<file path="src/rtl/phase_bank_pkg.sv">
package phase_bank_pkg;

  localparam int NMAX      = 64;
  localparam int DMAX      = 12;
  localparam int SUPER_MUL = 120;
  localparam int CW        = $clog2(NMAX * DMAX + 1);
  localparam int SW        = $clog2(NMAX * SUPER_MUL + 1);

  typedef logic signed [4:0] offT;

  typedef struct packed {
    logic       ld;
    logic       run;
    logic [6:0] nNext;
  } strobeT;

  function automatic logic [1:0] lvl(input logic [1:0] c);
    return (c == 2'd3) ? 2'd1 : c;
  endfunction

  function automatic logic [3:0] comboIdx(input logic [1:0] hi, input logic [1:0] lo);
    return ({2'b00, lvl(hi)} * 4'd3) + {2'b00, lvl(lo)};
  endfunction

  function automatic logic [6:0] multOf(input logic [1:0] rng);
    case (lvl(rng))
      2'd0:    return 7'd64;
      2'd2:    return 7'd16;
      default: return 7'd32;
    endcase
  endfunction

  function automatic logic [3:0] divOf(input logic [3:0] idx);
    case (idx)
      4'd0:    return 4'd1;
      4'd1:    return 4'd2;
      4'd2:    return 4'd3;
      4'd3:    return 4'd4;
      4'd4:    return 4'd5;
      4'd5:    return 4'd6;
      4'd6:    return 4'd8;
      4'd7:    return 4'd10;
      4'd8:    return 4'd12;
      default: return 4'd1;
    endcase
  endfunction

  function automatic offT narrowOff(input logic [3:0] idx);
    case (idx)
      4'd0:    return -5'sd4;
      4'd1:    return -5'sd3;
      4'd2:    return -5'sd2;
      4'd3:    return -5'sd1;
      4'd5:    return 5'sd1;
      4'd6:    return 5'sd2;
      4'd7:    return 5'sd3;
      4'd8:    return 5'sd4;
      default: return 5'sd0;
    endcase
  endfunction

  function automatic offT wideOff(input logic [3:0] idx, input offT f1, input offT f2);
    case (idx)
      4'd0:    return -5'sd8;
      4'd1:    return -5'sd7;
      4'd2:    return -5'sd6;
      4'd3:    return f1;
      4'd5:    return f2;
      4'd6:    return 5'sd6;
      4'd7:    return 5'sd7;
      4'd8:    return 5'sd8;
      default: return 5'sd0;
    endcase
  endfunction

  function automatic offT fbOff(input logic [1:0] c);
    case (lvl(c))
      2'd0:    return -5'sd4;
      2'd2:    return 5'sd4;
      default: return 5'sd0;
    endcase
  endfunction

endpackage

</file>
<file path="src/rtl/phase_bank_ctrl.sv">
module phase_bank_ctrl
  import phase_bank_pkg::*;
(
  input  logic       clk,
  input  logic       rst_n,
  input  logic [1:0] rangeSel,
  output strobeT     st
);

  logic          started;
  logic [SW-1:0] glbCnt;
  logic [6:0]    nCur;
  logic [SW-1:0] superLast;
  logic          boundary;

  assign superLast = (SW'(nCur) * SW'(SUPER_MUL)) - SW'(1);
  assign boundary  = !started || (glbCnt == superLast);

  always_ff @(posedge clk or negedge rst_n) begin
    if (!rst_n) begin
      started <= 1'b0;
      glbCnt  <= '0;
      nCur    <= 7'd64;
    end else if (boundary) begin
      started <= 1'b1;
      glbCnt  <= '0;
      nCur    <= multOf(rangeSel);
    end else begin
      glbCnt  <= glbCnt + SW'(1);
    end
  end

  assign st.ld    = boundary;
  assign st.run   = started;
  assign st.nNext = multOf(rangeSel);

  // the latched multiplier is always one of the three legal values
  a_r1_mult_legal: assert property (@(posedge clk) disable iff (!rst_n)
    started |-> (nCur == 7'd16 || nCur == 7'd32 || nCur == 7'd64));

  // between boundaries the global counter only advances by one
  a_r8_glb_step: assert property (@(posedge clk) disable iff (!rst_n)
    (started && glbCnt != superLast) |=> (glbCnt == $past(glbCnt) + SW'(1)));

  // a boundary always restarts the global counter
  a_r8_glb_restart: assert property (@(posedge clk) disable iff (!rst_n)
    boundary |=> (glbCnt == '0));

endmodule

</file>
<file path="src/rtl/phase_bank_slice.sv">
module phase_bank_slice
  import phase_bank_pkg::*;
(
  input  logic       clk,
  input  logic       rst_n,
  input  strobeT     st,
  input  logic [3:0] divIdx,
  input  offT        off,
  input  logic       invEn,
  input  logic       dis,
  output logic       clkOut,
  output logic       hiZ
);

  logic [CW-1:0] cnt;
  logic [CW-1:0] per;
  logic          invQ;
  logic [CW-1:0] perNew;
  logic [CW-1:0] startV;
  logic [4:0]    negOff;

  assign perNew = CW'(st.nNext) * CW'(divOf(divIdx));
  assign negOff = 5'(-off);
  assign startV = (off <= 5'sd0) ? CW'(negOff) : (perNew - CW'(off));

  always_ff @(posedge clk or negedge rst_n) begin
    if (!rst_n) begin
      cnt  <= '0;
      per  <= CW'(16);
      invQ <= 1'b0;
      hiZ  <= 1'b1;
    end else begin
      hiZ <= dis;
      if (st.ld) begin
        per  <= perNew;
        cnt  <= startV;
        invQ <= invEn;
      end else if (st.run) begin
        cnt <= (cnt == per - CW'(1)) ? '0 : cnt + CW'(1);
      end
    end
  end

  assign clkOut = st.run & ((cnt < (per >> 1)) ^ invQ);

  // the phase counter stays inside the bank period
  a_r7_cnt_range: assert property (@(posedge clk) disable iff (!rst_n)
    st.run |-> (cnt < per));

  // the counter wraps to zero after the last count of a period
  a_r7_wrap: assert property (@(posedge clk) disable iff (!rst_n)
    (st.run && !st.ld && cnt == per - CW'(1)) |=> (cnt == '0));

  // period and invert hold between boundaries
  a_r8_hold: assert property (@(posedge clk) disable iff (!rst_n)
    (st.run && !st.ld) |=> ($stable(per) && $stable(invQ)));

  // a disable held over two edges leaves the flag raised
  a_r9_hiz: assert property (@(posedge clk) disable iff (!rst_n)
    (dis && $past(dis)) |-> hiZ);

endmodule

</file>
<file path="src/rtl/phase_bank_path.sv">
module phase_bank_path
  import phase_bank_pkg::*;
#(
  parameter int NBANK    = 4,
  parameter int INV_BANK = 2
) (
  input  logic                  clk,
  input  logic                  rst_n,
  input  strobeT                st,
  input  logic [NBANK-1:0][3:0] divSel,
  input  logic [NBANK-1:0][1:0] phaseHi,
  input  logic [NBANK-1:0][1:0] phaseLo,
  input  logic [3:0]            fbDiv,
  input  logic [1:0]            fbPhase,
  input  logic                  invSel,
  input  logic [NBANK-1:0]      bankDis,
  input  logic                  fbDis,
  output logic [NBANK-1:0]      bankClk,
  output logic                  fbClk,
  output logic [NBANK-1:0]      bankHiZ,
  output logic                  fbHiZ
);

  localparam int NARROW = NBANK / 2;

  offT offArr [NBANK];

  for (genvar b = 0; b < NBANK; b++) begin : g_bank
    logic [3:0] idx;
    logic       invEn;
    assign idx = comboIdx(phaseHi[b], phaseLo[b]);

    if (b < NARROW) begin : g_narrow
      assign offArr[b] = narrowOff(idx);
    end else begin : g_wide
      assign offArr[b] = wideOff(idx, offArr[0], offArr[1]);
    end

    if (b == INV_BANK) begin : g_inv
      assign invEn = invSel;
    end else begin : g_noinv
      assign invEn = 1'b0;
    end

    phase_bank_slice u_slice (
      .clk    (clk),
      .rst_n  (rst_n),
      .st     (st),
      .divIdx (divSel[b]),
      .off    (offArr[b]),
      .invEn  (invEn),
      .dis    (bankDis[b]),
      .clkOut (bankClk[b]),
      .hiZ    (bankHiZ[b])
    );
  end

  phase_bank_slice u_fb (
    .clk    (clk),
    .rst_n  (rst_n),
    .st     (st),
    .divIdx (fbDiv),
    .off    (fbOff(fbPhase)),
    .invEn  (1'b0),
    .dis    (fbDis),
    .clkOut (fbClk),
    .hiZ    (fbHiZ)
  );

endmodule

</file>
<file path="src/rtl/phase_bank_clkgen.sv">
module phase_bank_clkgen
  import phase_bank_pkg::*;
#(
  parameter int NBANK    = 4,
  parameter int INV_BANK = 2
) (
  input  logic                  clk,
  input  logic                  rst_n,
  input  logic [1:0]            rangeSel,
  input  logic [NBANK-1:0][3:0] divSel,
  input  logic [NBANK-1:0][1:0] phaseHi,
  input  logic [NBANK-1:0][1:0] phaseLo,
  input  logic [3:0]            fbDiv,
  input  logic [1:0]            fbPhase,
  input  logic                  invSel,
  input  logic [NBANK-1:0]      bankDis,
  input  logic                  fbDis,
  output logic [NBANK-1:0]      bankClk,
  output logic                  fbClk,
  output logic [NBANK-1:0]      bankHiZ,
  output logic                  fbHiZ
);

  strobeT st;

  phase_bank_ctrl u_ctrl (
    .clk      (clk),
    .rst_n    (rst_n),
    .rangeSel (rangeSel),
    .st       (st)
  );

  phase_bank_path #(.NBANK(NBANK), .INV_BANK(INV_BANK)) u_path (
    .clk     (clk),
    .rst_n   (rst_n),
    .st      (st),
    .divSel  (divSel),
    .phaseHi (phaseHi),
    .phaseLo (phaseLo),
    .fbDiv   (fbDiv),
    .fbPhase (fbPhase),
    .invSel  (invSel),
    .bankDis (bankDis),
    .fbDis   (fbDis),
    .bankClk (bankClk),
    .fbClk   (fbClk),
    .bankHiZ (bankHiZ),
    .fbHiZ   (fbHiZ)
  );

endmodule

</file>
<file path="config.mk">
export PLATFORM = sky130hd
export DESIGN_NAME = phase_bank_clkgen
export DESIGN_NICKNAME = d
export VERILOG_FILES = /design/src/rtl/phase_bank_pkg.sv /design/src/rtl/phase_bank_ctrl.sv /design/src/rtl/phase_bank_slice.sv /design/src/rtl/phase_bank_path.sv /design/src/rtl/phase_bank_clkgen.sv
export SDC_FILE = /design/constraint.sdc
export NUM_CORES = 1
export LEC_CHECK = 0
export BUFFER_PORTS_ARGS = -buffer_cell sky130_fd_sc_hd__buf_4
export CAP_MARGIN = 20
export CORE_MARGIN = 2
export CORE_UTILIZATION = 55
export DETAILED_ROUTE_END_ITERATION = 16
export MAX_ROUTING_LAYER = met4
export PLACE_DENSITY_LB_ADDON = 0.3
export RECOVER_POWER = 50
export SYNTH_ARGS = -nofsm -noshare
export SYNTH_HDL_FRONTEND = slang
export SYNTH_SLANG_ARGS = --single-unit
</file>
<file path="constraint.sdc">
create_clock -name clk -period 5.5 [get_ports clk]
set_input_delay 0.275 -clock clk [delete_from_list [all_inputs] [get_ports clk]]
set_output_delay 0.275 -clock clk [all_outputs]
set_load 0.01 [all_outputs]
</file>
==> impl_metrics.toml <==
[run_status]
status = "complete, but fails checks"
violations = "max-capacitance violations, max-slew violations"

[cells_and_area]
nNetsFinal = 1344
fill_cells = 1558
area_delta_synth_final_pct = 8.08
num_antenna_cells = 0
design_area_mm2 = 0.0107
instances_no_fill = 1368
regArea_mm2 = 0.00259
drive_gt1_frac = 0.110
multi_input_area_mm2 = 0.00681

[global_route]
grt_pass1_wl_mm = 35.5
antenna_found_initial = 0
grt_max_degree = 54
gr-usage-all-layers = 0.227
grt_pass1_vias = 7469
grt_remaining_overflow = 0

[power]
power_density_mw_per_mm2 = 292
peakVddDrop_mv = 0.179
p_leak_nw = 5.18

[clocking]
numClockSinks = 103
clk_latency_ns = 0.36
clock_path_buffers = 2
cts-root-buf = "clkbuf_16"
clk_pin_slew_worst_paths_ns = 0.07
cts_made_buffers = 9
cts-htree-levels = 3
cts_setup_buffers = 0
cts_tree = "built"

[floorplanning]
core-area_mm2 = 0.0178
start_util = 0.557
rows = 49
dieArea_mm2 = 0.0192
die_x_um = 138
io_pins = 58
die_y_um = 138

[routing]
firstDrtPassIters = 5
wl_per_cell_um = 15.0
wirelength_mm = 20.5
drc = 0
drt_iter0_drc = 352
ant_nets = 0
vias_per_cell = 5.66
vias = 7740

[yosys]
postSynthCellCount = 1105
synth_edf_count = 0
ys.flop_type = "dfrtp_1"
yosysMostFrequentCell = "ha_1"
synth_cell_types = 83
seq_area_frac_synth = 0.261
ys_ff_latch = 103
yosys_warnings = 0
synth_area_leaders = "dfrtp_1 23%, ha_1 19%, xor2_1 6.6%"
yosys.area.top_type_share = 0.232
synth_area_mm2 = 0.00994
yosys-top-cells-count = "148 x ha_1, 92 x dfrtp_1, 90 x nor2_1"
synth_async_sr_flop_share = 1.00
syn_nets = 1315
yosys.area.top_type = "dfrtp_1"
synth.avg_cell_area_um2 = 8.99

[timing]
fin_crit_sh = 0.728
tightestPinTransition_ns = 3.02
setup_tns_ns = 0
max_slew_margin = -1.01
slew_violations = 52
grt_setup_unrepaired = "no"
finalHoldViolations = 0
skew_ns = 0.00653
period_minus_slack_ns = 4.00
layout_setup_ws_ns = 1.50
setup_violations = 0
max_freq_ghz = 0.250

[placed_design]
port_buffers = 57
hpwlAfterDp_mm = 15.5
placed_area_mm2 = 0.0104
dp_slack_ns = 1.28
dp.cells = 1351
routabilityCongestion = 0.877

[worst_setup_path]
crit_chain = "dlygate4sd3_1 -> clkbuf_1 -> clkbuf_2"
cp_max_fo = 53
critPathKind = "in2async"
start_kind = "input pin"
slowest_stage = "clkbuf_1"
cp_data_required_time_ns = 5.75
cp_data_arrival_time_ns = 4.26
cp-end-kind = "async pin"
cpPeakStageDelay_ns = 2.11

[run]
drv_cap = 1

[min_path]
hp-class = "in2reg"
## metrics by stage
step | power (mW) | hold slack (ns) | util
6_report | 3.13 | 0.0180 | 0.602
5_1_grt | 3.38 | 0.0102 | 0.602
4_1_cts | 3.16 | 0.00680 | 0.603
3_5_place_dp | 2.41 | 0.359 | 0.584
3_3_place_gp | 2.37 | 0.357 | 0.584
2_1_floorplan | 2.11 | -0.0206 | -
## flip-flops by register name, summed over array words and instances, names as in the netlist
| signal | flops |
|---|---|
| u_ctrl.nCur | 3 |
| u_path.g_bank.u_slice.invQ | 1 |
| u_path.g_bank.u_slice.hiZ | 4 |
| u_path.g_bank.u_slice.cnt | 40 |
| u_path.u_fb.per | 6 |
| u_path.u_fb.hiZ | 1 |
| u_ctrl.started | 1 |
| u_path.u_fb.cnt | 10 |
| u_path.g_bank.u_slice.per | 24 |
| u_ctrl.glbCnt | 13 |
## routing by layer
metal	global-route usage	part of all wire	routed length, µm
met1	0.311	0.49	10100
met2	0.360	0.46	9450
met3	0.0267	0.029	591
met4	0.0575	0.016	329
met5	-	0	0
## cells by family after synthesis
kind of cell / synth area share
simple gates: 0.167
compound gates: 0.158
fa+ha+maj: 0.215
xor+xnor: 0.129
buf+inv: 0.0546
flops: 0.261
mux: 0.0162
other cells: 0.000377
## worst paths after layout
path / from / to / slack, ns / cells after the start
worst max-delay path: rst_n / u_path.u_fb.per[6] / 1.50 / 3
worst min-delay path: bankDis[3] / u_path.g_bank[3].u_slice.hiZ / 0.02 / 1
worst max register to register: u_ctrl.nCur[4] / u_path.g_bank[1].u_slice.cnt[7] / 1.73 / 11
worst min register to register: u_path.u_fb.cnt[0] / u_path.u_fb.cnt[0] / 0.46 / 1
max in group clk: phaseHi[2] / u_path.g_bank[3].u_slice.cnt[9] / 1.65 / 18
min in group asynchronous: rst_n / u_path.g_bank[0].u_slice.cnt[3] / 1.44 / 2
## power breakdown
part / total (mW) / internal [mW] / switching [mW]
clock network: 0.728 / 0.424 / 0.303
logic: 1.35 / 0.624 / 0.722
registers: 1.06 / 0.894 / 0.166
total: 3.13 / 1.94 / 1.19
## area by class of cell
| cell class | instances | share of cell area |
|---|---|---|
| Clock buffer | 11 | 0.0235 |
| Sequential cell | 103 | 0.241 |
| Timing Repair Buffer | 62 | 0.0412 |
| Clock inverter | 5 | 0.00734 |
| Tap cell | 229 | 0.0267 |
| Inverter | 75 | 0.0264 |
| Multi-Input combinational cell | 883 | 0.634 |
## worst max-delay path, delay by kind of cell
kind | cells | cell delay, ns
buffers and inverters | 3 | 3.91
## what timing repair did
| action | in CTS | in global routing |
|---|---|---|
| hold buffers | 1 | 0 |
| endpoints found under the setup margin | 0 | 0 |
| gates resized for setup | 0 | 0 |
| hold endpoints to repair | 19 | 0 |
## cell usage in the layout, fill, tap and decap left out, types with 37 or more instances in the layout
cell,count
o22ai_1,37
a21oi_1,51
inv_1,74
xnor2_1,71
o21ai_0,39
dfrtp_1,92
buf_4,49
nand2_1,85
xor2_1,75
nand3_1,40
ha_1,148
nor2_1,90
Note: power is estimated with default switching activity, not from simulation.
